**src/rtl/asram_pkg.sv**
```systemverilog
package asram_pkg;

  typedef enum logic [1:0] {
    ST_IDLE,
    ST_READ,
    ST_WRITE,
    ST_RECOV
  } state_t;

  // Strobes from control to datapath. sel/oe/we/drive are registered,
  // latch/sample are single-cycle pulses.
  typedef struct packed {
    logic sel;
    logic oe;
    logic we;
    logic drive;
    logic latch;
    logic sample;
  } ctl_t;

  function automatic int maxOf(input int a, input int b);
    return (a > b) ? a : b;
  endfunction

endpackage

```
**src/rtl/asram_fsm.sv**
```systemverilog
module asram_fsm
  import asram_pkg::*;
#(
  parameter int RD_ACC = 6,
  parameter int WR_LEN = 5,
  parameter int WE_HZ  = 2,
  parameter int RD_REC = 2,
  parameter int WR_REC = 1,
  parameter int CNT_W  = 4
) (
  input  logic clk,
  input  logic rstN,
  input  logic reqValid,
  input  logic reqWrite,
  output logic reqReady,
  output logic rdValid,
  output ctl_t ctl
);

  localparam logic [CNT_W-1:0] RD_LAST  = CNT_W'(RD_ACC - 1);
  localparam logic [CNT_W-1:0] WR_LAST  = CNT_W'(WR_LEN - 1);
  localparam logic [CNT_W-1:0] RRC_LAST = CNT_W'(RD_REC - 1);
  localparam logic [CNT_W-1:0] WRC_LAST = CNT_W'(WR_REC - 1);
  localparam logic [CNT_W-1:0] HZ_CNT   = CNT_W'(WE_HZ);

  state_t state, nxtState;
  logic [CNT_W-1:0] cnt, nxtCnt;
  logic isWr;
  logic selQ, oeQ, weQ, driveQ;
  logic accept, rdLast;

  assign reqReady = (state == ST_IDLE);
  assign accept   = reqReady && reqValid;
  assign rdLast   = (state == ST_READ) && (cnt == RD_LAST);

  always_comb begin
    nxtState = state;
    nxtCnt   = cnt + 1'b1;
    case (state)
      ST_IDLE: begin
        nxtCnt = '0;
        if (reqValid) nxtState = reqWrite ? ST_WRITE : ST_READ;
      end
      ST_READ: if (cnt == RD_LAST) begin
        nxtState = ST_RECOV;
        nxtCnt   = '0;
      end
      ST_WRITE: if (cnt == WR_LAST) begin
        nxtState = ST_RECOV;
        nxtCnt   = '0;
      end
      default: if (cnt == (isWr ? WRC_LAST : RRC_LAST)) begin
        nxtState = ST_IDLE;
        nxtCnt   = '0;
      end
    endcase
  end

  // Pin strobes are decoded from the next state and registered so the
  // asynchronous memory sees glitch-free edges.
  always_ff @(posedge clk) begin
    if (!rstN) begin
      state   <= ST_IDLE;
      cnt     <= '0;
      isWr    <= 1'b0;
      selQ    <= 1'b0;
      oeQ     <= 1'b0;
      weQ     <= 1'b0;
      driveQ  <= 1'b0;
      rdValid <= 1'b0;
    end else begin
      state   <= nxtState;
      cnt     <= nxtCnt;
      if (accept) isWr <= reqWrite;
      selQ    <= (nxtState == ST_READ) || (nxtState == ST_WRITE);
      oeQ     <= (nxtState == ST_READ);
      weQ     <= (nxtState == ST_WRITE);
      driveQ  <= (nxtState == ST_WRITE) && (nxtCnt >= HZ_CNT);
      rdValid <= rdLast;
    end
  end

  assign ctl = '{sel: selQ, oe: oeQ, we: weQ, drive: driveQ,
                 latch: accept, sample: rdLast};

endmodule

```
**src/rtl/asram_dp.sv**
```systemverilog
module asram_dp
  import asram_pkg::*;
#(
  parameter int AW = 18,
  parameter int DW = 16
) (
  input  logic              clk,
  input  logic              rstN,
  input  ctl_t              ctl,
  input  logic [AW-1:0]     reqAddr,
  input  logic [DW-1:0]     reqWdata,
  input  logic [DW/8-1:0]   reqBe,
  output logic [DW-1:0]     rdData,
  output logic [AW-1:0]     memAddr,
  output logic              memCsN,
  output logic              memOeN,
  output logic              memWeN,
  output logic [DW/8-1:0]   laneN,
  output logic [DW-1:0]     memDqOut,
  output logic              memDqOe,
  input  logic [DW-1:0]     memDqIn
);

  localparam int LANES = DW / 8;

  logic [AW-1:0]    addrQ;
  logic [DW-1:0]    wdQ;
  logic [LANES-1:0] beQ;
  logic [DW-1:0]    laneMask;

  for (genvar l = 0; l < LANES; l++) begin : g_lane
    assign laneMask[l*8 +: 8] = {8{beQ[l]}};
    assign laneN[l]           = ~(ctl.sel & beQ[l]);
  end

  always_ff @(posedge clk) begin
    if (!rstN) begin
      addrQ  <= '0;
      wdQ    <= '0;
      beQ    <= '0;
      rdData <= '0;
    end else begin
      if (ctl.latch) begin
        addrQ <= reqAddr;
        wdQ   <= reqWdata;
        beQ   <= reqBe;
      end
      if (ctl.sample) rdData <= memDqIn & laneMask;
    end
  end

  assign memAddr  = addrQ;
  assign memCsN   = ~ctl.sel;
  assign memOeN   = ~ctl.oe;
  assign memWeN   = ~ctl.we;
  assign memDqOut = wdQ;
  assign memDqOe  = ctl.drive;

endmodule

```
**src/rtl/asram_ctrl.sv**
```systemverilog
module asram_ctrl
  import asram_pkg::*;
#(
  parameter int AW             = 18,
  parameter int DW             = 16,
  parameter int RD_ACC_CYC     = 6,
  parameter int WR_PULSE_CYC   = 5,
  parameter int BYTE_SETUP_CYC = 5,
  parameter int DSETUP_CYC     = 3,
  parameter int WE_HZ_CYC      = 2,
  parameter int OE_FLOAT_CYC   = 2,
  parameter int CYCLE_MIN_CYC  = 6
) (
  input  logic          clk,
  input  logic          rstN,
  input  logic          reqValid,
  output logic          reqReady,
  input  logic          reqWrite,
  input  logic [AW-1:0] reqAddr,
  input  logic [DW-1:0] reqWdata,
  input  logic [1:0]    reqBe,
  output logic          rdValid,
  output logic [DW-1:0] rdData,
  output logic [AW-1:0] memAddr,
  output logic          memCsN,
  output logic          memOeN,
  output logic          memWeN,
  output logic          memUbN,
  output logic          memLbN,
  output logic [DW-1:0] memDqOut,
  output logic          memDqOe,
  input  logic [DW-1:0] memDqIn
);

  localparam int WR_LEN = maxOf(maxOf(WR_PULSE_CYC, BYTE_SETUP_CYC),
                                WE_HZ_CYC + DSETUP_CYC);
  localparam int RD_REC = maxOf(maxOf(OE_FLOAT_CYC, CYCLE_MIN_CYC - RD_ACC_CYC), 1);
  localparam int WR_REC = maxOf(CYCLE_MIN_CYC - WR_LEN, 1);
  localparam int CNT_W  = $clog2(maxOf(maxOf(RD_ACC_CYC, WR_LEN),
                                       maxOf(RD_REC, WR_REC)) + 1);

  ctl_t       ctl;
  logic [1:0] laneN;

  asram_fsm #(
    .RD_ACC(RD_ACC_CYC), .WR_LEN(WR_LEN), .WE_HZ(WE_HZ_CYC),
    .RD_REC(RD_REC), .WR_REC(WR_REC), .CNT_W(CNT_W)
  ) fsm_i (
    .clk(clk), .rstN(rstN), .reqValid(reqValid), .reqWrite(reqWrite),
    .reqReady(reqReady), .rdValid(rdValid), .ctl(ctl)
  );

  asram_dp #(.AW(AW), .DW(DW)) dp_i (
    .clk(clk), .rstN(rstN), .ctl(ctl), .reqAddr(reqAddr),
    .reqWdata(reqWdata), .reqBe(reqBe), .rdData(rdData),
    .memAddr(memAddr), .memCsN(memCsN), .memOeN(memOeN), .memWeN(memWeN),
    .laneN(laneN), .memDqOut(memDqOut), .memDqOe(memDqOe), .memDqIn(memDqIn)
  );

  assign memLbN = laneN[0];
  assign memUbN = laneN[1];

endmodule

```
**config.mk**
```make
export PLATFORM = sky130hd
export DESIGN_NAME = asram_ctrl
export DESIGN_NICKNAME = d
export VERILOG_FILES = /design/src/rtl/asram_pkg.sv /design/src/rtl/asram_fsm.sv /design/src/rtl/asram_dp.sv /design/src/rtl/asram_ctrl.sv
export SDC_FILE = /design/constraint.sdc
export NUM_CORES = 1
export LEC_CHECK = 0
export BUFFER_PORTS_ARGS = -buffer_cell sky130_fd_sc_hd__buf_2
export CORE_MARGIN = 2
export CORE_UTILIZATION = 47
export CTS_BUF_LIST = sky130_fd_sc_hd__clkbuf_8
export DETAILED_ROUTE_END_ITERATION = 16
export GPL_ROUTABILITY_DRIVEN = 0
export PLACE_DENSITY = 0.84
export SYNTH_ARGS = -nofsm -noshare
export SYNTH_HDL_FRONTEND = slang
export SYNTH_SLANG_ARGS = --single-unit
```
**constraint.sdc**
```tcl
create_clock -name clk -period 1.83 [get_ports clk]
set_input_delay 0.366 -clock clk [delete_from_list [all_inputs] [get_ports clk]]
set_output_delay 0.366 -clock clk [all_outputs]
set_load 0.01 [all_outputs]
```
==> results of run 1 <==
-- Yosys cell counts (all sizes together) (2+ instances only) --
cell    instances
o21ai           2
inv             6
ha              5
nand2          80
dfxtp          63
a22o           17
nor2            4
clkbuf          4
xor2            2
a21oi          43
buf            12
and2            4
and3            2
-- through the flow --
step	hold WS [ns]	area [um2]	power, mW	instances	setup WS, ns
6_report	0.255	3100	3.13	440	0.168
5_1_grt	0.242	3100	3.29	440	0.0642
4_1_cts	0.233	3100	3.16	440	0.162
3_5_place_dp	0.443	2900	1.99	424	0.165
3_3_place_gp	0.438	2900	1.98	424	0.229
2_1_floorplan	0.445	2340	1.83	256	0.256
-- worst max path at each step --
stage / startpoint / endpoint / cells after the start
floorplan: fsm_i.cnt[0] / fsm_i.driveQ / 7
global placement: fsm_i.cnt[0] / fsm_i.driveQ / 9
detailed placement: fsm_i.cnt[0] / fsm_i.driveQ / 9
CTS: fsm_i.cnt[0] / fsm_i.driveQ / 9
global route: fsm_i.state[0] / fsm_i.driveQ / 7
finish: fsm_i.cnt[0] / fsm_i.driveQ / 9
-- area by class of cell --
| cell class | count | share of cell area (%) |
|---|---|---|
| Timing Repair Buffer | 117 | 19.6 |
| Multi-Input combinational cell | 170 | 29.7 |
| Clock buffer | 10 | 4.44 |
| Clock inverter | 6 | 1.94 |
| Sequential cell | 63 | 40.7 |
| Tap cell | 67 | 2.71 |
| Inverter | 7 | 0.848 |
-- per-layer routing --
layer  wire (um)  GRT usage [%]
met1        2310           22.0
met3         458           6.23
met4          72           9.52
met5           0              0
met2        2560           33.4
-- registers in the layout, indices dropped and copies added, names as in the netlist --
name / cells
dp_i.rdData: 16
dp_i.memDqOut: 16
fsm_i.cnt: 3
fsm_i.state: 2
fsm_i.isWr: 1
fsm_i.selQ: 1
fsm_i.weQ: 1
dp_i.beQ: 2
fsm_i.oeQ: 1
fsm_i.driveQ: 1
dp_i.memAddr: 18
fsm_i.rdValid: 1
-- power by group through the flow --
stage                     clock (mW)  sequential, mW  combinational, mW
after floorplan                    0            1.55              0.279
after global placement             0            1.54              0.445
after detailed placement           0            1.54              0.450
after CTS                       1.20            1.51              0.452
after global routing            1.27            1.52              0.499
final                           1.17            1.51              0.445
-- worst max-delay path, cell delays in order, from the launching register on --
cell and delay, ns:
dfxtp_1 0.36, inv_1 0.07, ha_1 0.16, nand3b_1 0.08, a22o_1 0.27, and2_1 0.16, ha_1 0.18, and2_1 0.14
o21ai_0 0.07, a21oi_1 0.05
-- cell families after synthesis --
| group | count (synthesis) | synth area share, % |
|---|---|---|
| adders and majority gates | 5 | 2.67 |
| muxes | 1 | 0.428 |
| AOI/OAI and AO/OA | 65 | 17.3 |
| xor gates and xnor gates | 3 | 1.12 |
| buffers and inverters | 23 | 6.84 |
| and+or+nand+nor | 96 | 17.7 |
| DFF | 63 | 53.9 |
==> results by group, run 1 <==
Layout
  • # diodes: 0
  • Area occupied by multi-input gates: just over 900 um2
  • Most frequent cells in the layout: 113 x buf_2, 80 x nand2_1, 63 x dfxtp_1
  • FILL cells: approximately 400
  • Most common cell after layout, fill and taps aside: buf_2
  • Core Util, Final: 65.1%
  • Layout cells sized above 1: 36.5%
  • Sequential cell area: 0.00126 mm2
  • Layout area overhead: 32.3%
  • Fin nets: ~430

Run
  • Max cap viols: 0

Run status
  • Status: finished clean

CTS
  • CTS Hold Bufs: 0
  • Worst skew pair latency: 0.32 ns
  • CTS sink cnt: 63
  • CTS H-Tree Depth: 3
  • CTS Buffer Depth: 2
  • Clk Tree Root Cell: clkbuf_8
  • Gates resized, CTS repair: 0
  • CTS clk-pin slew, worst paths: 0.07 ns
  • TritonCTS clock tree: built
  • Num CTS Buffers: 9
  • Postcts setup bufs: 0

Timing
  • Final setup vio count: 0
  • Least-Margin Pin Slew: 0.600 ns
  • Fin crit share: 90.8%
  • Slew margin rel.: around 60%
  • Setup_tns: 0 ns
  • RSZ-0062 raised after global routing: false
  • Clk_skew: between 0.003 and 0.004 ns
  • Max Slew Vio Count: 0
  • Hold Vio Cnt, Final: 0
  • Fmax: 0.602 GHz
  • Final Critical Period: 1.66 ns

Floorplan
  • Die height: 74.6 um
  • Ports: 114
  • DIE AREA: 0.00556 mm2
  • Die extent in x: 74.6 um
  • Rows: 25
  • Initial core utilization: 49.2%
  • Core area: between 0.004 and 0.005 mm2

Pwr
  • P_sw: between 0.8 and 0.9 mW
  • Max VDD drop: between 0.6 and 0.7 mV
  • Switching share of power: 26.2%
  • Clk network pwr share: ~38%
  • Combinational Power Share: 14.2%
  • Sequential power share: 48.3%
  • Leakage power: ~1.5 nW
  • Internal: between 2 and 2.5 mW
  • PwrDens: 1010 mW/mm2

Synth
  • Async SR Flop Fraction: 0%
  • YS warnings: 0
  • Sequential-to-total area share from yosys stat: 53.9%
  • Yosys top cell area share: between 50% and 60%
  • Mapped Cells: ~260
  • Synth Flop Type: dfxtp_1
  • Yosys reg bits: 63
  • Synthesized cell area: 0.00234 mm2
  • Leading post-synthesis cells by cell area: dfxtp_1 54%, nand2_1 13%, a21oi_1 9.2%
  • Yosys top cell by area: dfxtp_1
  • Synthesized Nets: 317
  • Syn_area_per_cell: 9.14 um2
  • Yosys cell types: 28
  • Post-synth EDFFs: 0

Min path
  • Hold Crit Endpoint: dp_i.rdData[2]
  • Worst hold path class: in2reg
  • Min-delay src: memDqIn[2]
  • Worst hold path depth: 2

Route
  • Drt via density: 4.92
  • DR iter-0 viols: 91
  • 1st-pass router iterations: 4
  • DRT antenna net count: 0
  • WL/cell: 12.3 um
  • Vias: 2166
  • DR DRC count: 0
  • Routed wire length: between 5000 and 6000 um

Global route
  • Vias in the first global route: ~1.9k
  • Antenna violations before repair: 0
  • Gr ovfl total: 0
  • First-pass GRT wire length: 8260 um
  • GRT Util Overall: 19.6%
  • Largest net degree at the start of global routing: 43

Worst setup path
  • WP data arrival: 1.86 ns
  • Maximum fanout along the worst path: 5
  • Critical path startpoint category: flop
  • Critical path class: reg2reg
  • Req. time, crit path: just over 2 ns
  • R2R Setup Slk: ~0.17 ns
  • Worst reg2reg endpoint: fsm_i.driveQ
  • FF-to-FF path depth: 9
  • R2r startpoint: fsm_i.cnt[0]
  • Critical path capture point type: flop

Place
  • Input/output buffers: 113
  • Dpl hpwl: 3950 um
Power figures use the tool's default switching activity.
==> run 2, diff against run 1 <==
Settings changed: ABC_AREA from default to 1, ABC_CLOCK_PERIOD_IN_PS from default to 1830, CORE_UTILIZATION 47 to 48, PLACE_DENSITY 0.84 to 0.85.
==> results by group, run 2 <==
Run status
  • Status: finished clean (unchanged)

Min path
  • Hold Crit Endpoint: dp_i.memAddr[12] (was dp_i.rdData[2])
  • Worst hold path class: in2reg (unchanged)
  • Worst hold path depth: 3 (was 2)
  • Min-delay src: reqAddr[12] (was memDqIn[2])

Worst setup path
  • Worst path slowest cell: dfxtp_1 (unchanged)
  • Critical path cell sequence: inv_1 > ha_1 > nand3_1 > nand3_1 > nor2_1 > inv_1 > ha_1 > nand2_1 > inv_1 (was inv_1 > ha_1 > nand3b_1 > a22o_1 > and2_1 > ha_1 > and2_1 > o21ai_0 > a21oi_1)
  • Critical path capture point type: flop (unchanged)
  • Req. time, crit path: 2.06 ns (was 2.03 ns)
  • Crit-path most repeated cell: inv_1
  • WP depth: 9 (unchanged)
  • R2R Setup Slk: 0.33 ns (was 0.17 ns)
  • Worst reg2reg endpoint: fsm_i.oeQ (was fsm_i.driveQ)
  • Worst Path Buf+Inv: 3 (was 1)
  • Kind of cell adding the most delay to the critical path: simple AND/OR/NAND/NOR gates (was compound AO/OA/AOI/OAI gates)
  • R2r startpoint: fsm_i.cnt[0] (unchanged)
  • Maximum fanout along the worst path: 5 (unchanged)
  • Worst path max stage delay: 0.39 ns (was 0.36 ns)
  • WP data arrival: 1.72 ns (was 1.86 ns)
  • Critical path class: reg2reg (unchanged)
  • Critical path startpoint category: flop (unchanged)
  • FF-to-FF path depth: 9 (unchanged)

Route
  • 1st-pass router iterations: 4 (unchanged)
  • Routed wire length: 5630 um (was 5400 um)
  • DR DRC count: 0 (unchanged)
  • DRT antenna net count: 0 (unchanged)
  • Vias: 2306 (was 2166)
  • WL/cell: 11.6 um (was 12.3 um)
  • DR iter-0 viols: 78 (was 91)
  • Drt via density: 4.74 (was 4.92)

Timing
  • Final setup vio count: 0 (unchanged)
  • Hold Vio Cnt, Final: 0 (unchanged)
  • Least-Margin Pin Slew: 0.470 ns (was 0.600 ns)
  • Slew margin rel.: 68.7% (was 60.0%)
  • Setup_tns: 0 ns (unchanged)
  • Fin crit share: 81.9% (was 90.8%)
  • RSZ-0062 raised after global routing: false (unchanged)
  • Fmax: 0.667 GHz (was 0.602 GHz)
  • Max Slew Vio Count: 0 (unchanged)
  • Worst hold-check slack: 0.290 ns (was 0.255 ns)
  • Clk_skew: 0.0106 ns (was 0.00394 ns)
  • Final Critical Period: 1.50 ns (was 1.66 ns)

Pwr
  • PwrDens: 986 mW/mm2 (was 1010 mW/mm2)
  • Max VDD drop: 0.586 mV (was 0.667 mV)
  • Leakage power: 1.57 nW (was 1.49 nW)
  • Total power: 3.11 mW (was 3.13 mW)

Synth
  • Yosys top cell area share: 52.3% (was 53.9%)
  • Synth Flop Type: dfxtp_1 (unchanged)
  • Async SR Flop Fraction: 0% (unchanged)
  • Syn_area_per_cell: 7.96 um2 (was 9.14 um2)
  • Mapped Cells: 303 (was 256)
  • Yosys cell types: 23 (was 28)
  • Synthesized Nets: 364 (was 317)
  • Count leader, synth: nor2_1 (was nand2_1)
  • Leading post-synthesis cells by cell area: dfxtp_1 52%, nor2_1 13%, o21ai_0 8.9% (was dfxtp_1 54%, nand2_1 13%, a21oi_1 9.2%)
  • Synthesized cell area: 0.00241 mm2 (was 0.00234 mm2)
  • Yosys reg bits: 63 (unchanged)
  • Yosys top cell by area: dfxtp_1 (unchanged)
  • Commonest cells post-synth: 82 x nor2_1, 63 x dfxtp_1, 43 x o21ai_0 (was 80 x nand2_1, 63 x dfxtp_1, 43 x a21oi_1)
  • Sequential-to-total area share from yosys stat: 52.3% (was 53.9%)
  • Post-synth EDFFs: 0 (unchanged)
  • YS warnings: 0 (unchanged)

Global route
  • Largest net degree at the start of global routing: 38 (was 43)
  • Vias in the first global route: 2066 (was 1936)
  • Antenna violations before repair: 0 (unchanged)
  • GRT Util Overall: 20.4% (was 19.6%)
  • First-pass GRT wire length: 8670 um (was 8260 um)
  • Gr ovfl total: 0 (unchanged)

Layout
  • Most common cell after layout, fill and taps aside: buf_2 (unchanged)
  • FILL cells: 429 (was 396)
  • Layout cells sized above 1: 34.1% (was 36.5%)
  • Layout area overhead: 31.0% (was 32.3%)
  • Non-Filler Instances: 486 (was 440)
  • # diodes: 0 (unchanged)
  • Most frequent cells in the layout: 113 x buf_2, 82 x nor2_1, 63 x dfxtp_1 (was 113 x buf_2, 80 x nand2_1, 63 x dfxtp_1)
  • Fin nets: 475 (was 429)
  • Core Util, Final: 66.0% (was 65.1%)
  • Number of flip-flops in the largest register: 18 (unchanged)
  • Area occupied by multi-input gates: 943 um2 (was 920 um2)
  • Sequential cell area: 0.00126 mm2 (unchanged)

Place
  • Placed cells: 470 (was 424)
  • Input/output buffers: 113 (unchanged)
  • Dpl hpwl: 4150 um (was 3950 um)

CTS
  • TritonCTS clock tree: built (unchanged)
  • Postcts setup bufs: 0 (unchanged)
  • CTS Hold Bufs: 0 (unchanged)
  • CTS Buffer Depth: 2 (unchanged)
  • Clk Tree Root Cell: clkbuf_8 (unchanged)
  • CTS clk-pin slew, worst paths: 0.07 ns (about the same)
  • Gates resized, CTS repair: 0 (unchanged)
  • CTS sink cnt: 63 (unchanged)
  • Worst skew pair latency: 0.33 ns (was 0.32 ns)
  • Num CTS Buffers: 9 (unchanged)
  • CTS H-Tree Depth: 3 (unchanged)

Floorplan
  • Initial core utilization: 50.4% (was 49.2%)
  • Die extent in x: 74.9 um (was 74.6 um)
  • Ports: 114 (unchanged)
  • DIE AREA: 0.00561 mm2 (was 0.00556 mm2)
  • Core area: 0.00479 mm2 (was 0.00475 mm2)
  • Rows: 25 (unchanged)
  • Die height: 74.9 um (was 74.6 um)

Run
  • Max cap viols: 0 (unchanged)
run 2: changes by cell type in the layout (fill, tap and decap cells not counted), moves of 2 or more:
cell     before  now
nand2_2       0    3
nand3_1       0   21
nor2_1        3   82
a21oi_1      43    1
o21ai_0       2   43
nor2_4        0    2
nand2_1      80   33
and2_1        4    0
o21ai_1       0   10
and3_1        2    0
inv_2         0    2
inv_1         6   16
a22o_1       17    0
run 2: layout make-up:
type	instances	share of cell area, %
multi-input combinational	204	29.9
clock inverter	5	1.03
inverter	19	2.50
tap	67	2.65
clock buffer	11	4.79
timing repair buffer	117	19.2
sequential	63	39.9
run 2: layer usage:
metal	routed length, um	up-vias	track usage (%)
li1	-	1186	-
met1	2360	1043	21.5
met3	496	4	7.36
met5	0	-	0
met2	2720	73	37.2
met4	56	0	7.14
run 2: tightest hold or removal path, delay by kind of cell:
kind            cells  cell delay (ns)
buf+inv             1             0.07
simple gates        1             0.08
compound gates      1             0.07
run 2: power by group:
group | internal [mW] | switching, mW | leakage (nW) | total, mW
sequential | 1.48 | 0.0647 | 0.517 | 1.54
clock | 0.560 | 0.510 | 0.0873 | 1.07
combinational | 0.210 | 0.293 | 0.964 | 0.504
total | 2.25 | 0.868 | 1.57 | 3.11
run 2: cell families after synthesis:
kind of cell	synth area share [%]
compound gates	11.2
xor+xnor	0.363
fa+ha+maj	2.59
buf+inv	8.56
flops	52.3
simple gates	25.0
run 2: metrics by stage:
| step | setup WS [ns] | instance area (um2) |
|---|---|---|
| final | 0.331 | 3160 |
| after global routing | 0.137 | 3160 |
| after CTS | 0.305 | 3160 |
| after detailed placement | 0.336 | 2980 |
| after global placement | 0.421 | 2980 |
| after floorplan | 0.490 | 2410 |
run 2: worst max path at each step:
stage,to,start
floorplan,fsm_i.oeQ,fsm_i.cnt[0]
global placement,fsm_i.oeQ,fsm_i.cnt[0]
detailed placement,fsm_i.oeQ,fsm_i.cnt[0]
CTS,memUbN,dp_i.beQ[1]
global route,fsm_i.oeQ,fsm_i.cnt[0]
finish,fsm_i.oeQ,fsm_i.cnt[0]
==> run 3, diff against run 2 <==
Settings changed: ABC_AREA 1 to 0, ABC_CLOCK_PERIOD_IN_PS 1830 to 1240, CORE_UTILIZATION 48 to 43, PLACE_DENSITY 0.85 to 0.81.
Clock period 1.83 ns to 1.24 ns, I/O delays scaled along.
==> results by group, run 3 (synthesis gave the netlist of run 1 again) <==
Worst setup path
  • Maximum fanout along the worst path: 4 (was 5)
  • Critical path capture point type: flop (unchanged)
  • Worst path slowest cell: dfxtp_4 (was dfxtp_1)
  • WP data arrival: 1.76 ns (was 1.72 ns)
  • FF-to-FF path depth: 9 (unchanged)
  • R2R Setup Slk: -0.31 ns (was 0.33 ns)
  • Critical path startpoint category: flop (unchanged)
  • Crit path launch: fsm_i.cnt[0] (unchanged)
  • Critical path cell sequence: inv_2 > ha_4 > nand3b_1 > a22o_1 > and2_4 > ha_4 > and2_4 > o21ai_2 > a21oi_1 (was inv_1 > ha_1 > nand3_1 > nand3_1 > nor2_1 > inv_1 > ha_1 > nand2_1 > inv_1)
  • Worst path max stage delay: 0.37 ns (was 0.39 ns)
  • R2r startpoint: fsm_i.cnt[0] (unchanged)
  • Req. time, crit path: 1.45 ns (was 2.06 ns)
  • Crit path to: fsm_i.driveQ (was fsm_i.oeQ)
  • Critical path class: reg2reg (unchanged)
  • Worst reg2reg endpoint: fsm_i.driveQ (was fsm_i.oeQ)

Layout
  • Most frequent cells in the layout: 113 x buf_2, 58 x dfxtp_1, 33 x nand2_1 (was 113 x buf_2, 82 x nor2_1, 63 x dfxtp_1)
  • Layout area overhead: 70.9% (was 31.0%)
  • FILL cells: 339 (was 429)
  • Sequential cell area: 0.00127 mm2 (was 0.00126 mm2)
  • Area occupied by multi-input gates: 0.00131 mm2 (was 943 um2)
  • Layout cells sized above 1: 63.0% (was 34.1%)
  • Final instance area: 0.00400 mm2 (was 0.00316 mm2)
  • Most common cell after layout, fill and taps aside: buf_2 (unchanged)
  • Number of flip-flops in the largest register: 18 (unchanged)
  • Fin nets: 469 (was 475)
  • Non-Filler Instances: 483 (was 486)
  • # diodes: 0 (unchanged)

Route
  • Routed wire length: 7250 um (was 5630 um)
  • Drt via density: 4.87 (was 4.74)
  • 1st-pass router iterations: 5 (was 4)
  • Vias: 2352 (was 2306)
  • DRT antenna net count: 0 (unchanged)
  • DR DRC count: 0 (unchanged)
  • WL/cell: 15.0 um (was 11.6 um)
  • DR iter-0 viols: 113 (was 78)

CTS
  • Num CTS Buffers: 9 (unchanged)
  • CTS H-Tree Depth: 3 (unchanged)
  • CTS Buffer Depth: 2 (unchanged)
  • Worst skew pair latency: 0.32 ns (was 0.33 ns)
  • TritonCTS clock tree: built (unchanged)
  • CTS clk-pin slew, worst paths: 0.07 ns (about the same)
  • Clk Tree Root Cell: clkbuf_8 (unchanged)
  • CTS sink cnt: 63 (unchanged)

Pwr
  • Max VDD drop: 0.977 mV (was 0.586 mV)
  • Switching share of power: 27.2% (was 27.9%)
  • PwrDens: 1360 mW/mm2 (was 986 mW/mm2)
  • P_sw: 1.48 mW (was 0.868 mW)
  • Leakage power: 1.91 nW (was 1.57 nW)
  • Internal: 3.95 mW (was 2.25 mW)
  • Total power: 5.43 mW (was 3.11 mW)
  • Combinational Power Share: 24.5% (was 16.2%)
  • Clk network pwr share: 34.0% (was 34.3%)
  • Sequential power share: 41.5% (was 49.5%)

Run
  • Max cap viols: 0 (unchanged)

Place
  • Post-Place Worst Slack: -0.351 ns (was 0.336 ns)
  • Input/output buffers: 113 (unchanged)
  • DP Area: 0.00304 mm2 (was 0.00298 mm2)
  • Placed cells: 443 (was 470)
  • Dpl hpwl: 4130 um (was 4150 um)

Timing
  • PnR worst setup slack: -0.309 ns (was 0.331 ns)
  • Least-Margin Pin Slew: 0.559 ns (was 0.470 ns)
  • Hold Vio Cnt, Final: 0 (unchanged)
  • Fin crit share: 125% (was 81.9%)
  • Final Critical Period: 1.55 ns (was 1.50 ns)
  • RSZ-0062 raised after global routing: true (was false)
  • Fmax: 0.645 GHz (was 0.667 GHz)
  • Slew margin rel.: 62.7% (was 68.7%)
  • Final setup vio count: 63 (was 0)
  • Worst hold-check slack: 0.133 ns (was 0.290 ns)
  • Clk_skew: 0.00551 ns (was 0.0106 ns)
  • Max Slew Vio Count: 0 (unchanged)

Floorplan
  • Initial core utilization: 45.3% (was 50.4%)
  • Die height: 77.8 um (was 74.9 um)
  • Rows: 26 (was 25)
  • DIE AREA: 0.00605 mm2 (was 0.00561 mm2)
  • Die extent in x: 77.8 um (was 74.9 um)
  • Ports: 114 (unchanged)
  • Core area: 0.00517 mm2 (was 0.00479 mm2)

Global route
  • Antenna violations before repair: 0 (unchanged)
  • Global-route track usage on met1: 26.9% (was 21.5%)
  • Busiest layer in global routing: met2 (unchanged)
  • Gr ovfl total: 0 (unchanged)
  • Met2 usage: 39.4% (was 37.2%)
  • Grt met3 use: 6.16% (was 7.36%)
  • First-pass GRT wire length: 11100 um (was 8670 um)
  • Vias in the first global route: 2423 (was 2066)
  • Largest net degree at the start of global routing: 43 (was 38)
  • GRT Util Overall: 23.1% (was 20.4%)

Min path
  • Worst hold path class: in2reg (unchanged)

Run status
  • Failing checks: setup timing
  • Status: finished with violations (was finished clean)
run 3: changes by cell type in the layout (fill, tap and decap cells not counted), sizes merged, moves of 22 or more:
cell,change
nand2,+44
nor2,-81
buf,+40
a21oi,+42
nand3,-22
o21ai,-51
run 3: layer usage:
| layer | wire length (um) | up-vias | share of wire (%) |
|---|---|---|---|
| met1 | 2970 | 1081 | 41 |
| met3 | 467 | 13 | 6.4 |
| li1 | - | 1160 | - |
| met2 | 3670 | 98 | 51 |
| met5 | 0 | - | 0 |
| met4 | 144 | 0 | 2.0 |
run 3: cell type report:
class,instances,share of cell area [%]
multi-input cells,170,32.7
repair buffers,157,27.4
clock inverters,7,2.03
well taps,70,2.19
clock buffers,9,3.10
flip-flops and latches,63,31.9
inverters,7,0.657
run 3: power groups by stage:
stage | sequential, mW | clock [mW] | combinational [mW]
after global placement | 2.26 | 0 | 0.749
final | 2.25 | 1.85 | 1.33
after CTS | 2.24 | 1.87 | 1.13
after floorplan | 2.29 | 0 | 0.431
after global routing | 2.27 | 1.97 | 1.43
after detailed placement | 2.26 | 0 | 0.758
run 3: critical path: cells and delay by family, from the launching register on:
kind / cells / cell delay, ns
and+or+nand+nor: 3 / 0.38
adders and majority gates: 2 / 0.28
buffers and inverters: 1 / 0.07
DFF: 1 / 0.37
AOI/OAI and AO/OA: 3 / 0.34
run 3: worst min path at each step:
stage,startpoint,end,slack [ns],cells past startpoint
3_3_place_gp,dp_i.memAddr[7],dp_i.memAddr[7],0.43,2
2_1_floorplan,rstN,fsm_i.cnt[1],0.36,2
4_1_cts,memDqIn[4],dp_i.rdData[4],0.12,2
5_1_grt,memDqIn[5],dp_i.rdData[5],0.12,2
3_5_place_dp,dp_i.memDqOut[4],dp_i.memDqOut[4],0.44,2
6_report,memDqIn[4],dp_i.rdData[4],0.13,2
run 3: stage by stage:
| stage | setup TNS (ns) | util, % |
|---|---|---|
| after floorplan | -4.85 | - |
| after global placement | -10.35 | 58.8 |
| after detailed placement | -11.56 | 58.8 |
| after CTS | -11.69 | 72.6 |
| after global routing | -16.16 | 77.3 |
| final | -13.36 | 77.3 |
run 3: what timing repair did:
action / CTS / global route
pin swaps: 44 / 18
cloned: 5 / 0
setup buffers: 11 / 10
hold endpoints to repair: 0 / 0
hold buffers: 0 / 0
gates resized for setup: 87 / 53
setup endpoints to repair: 61 / 64
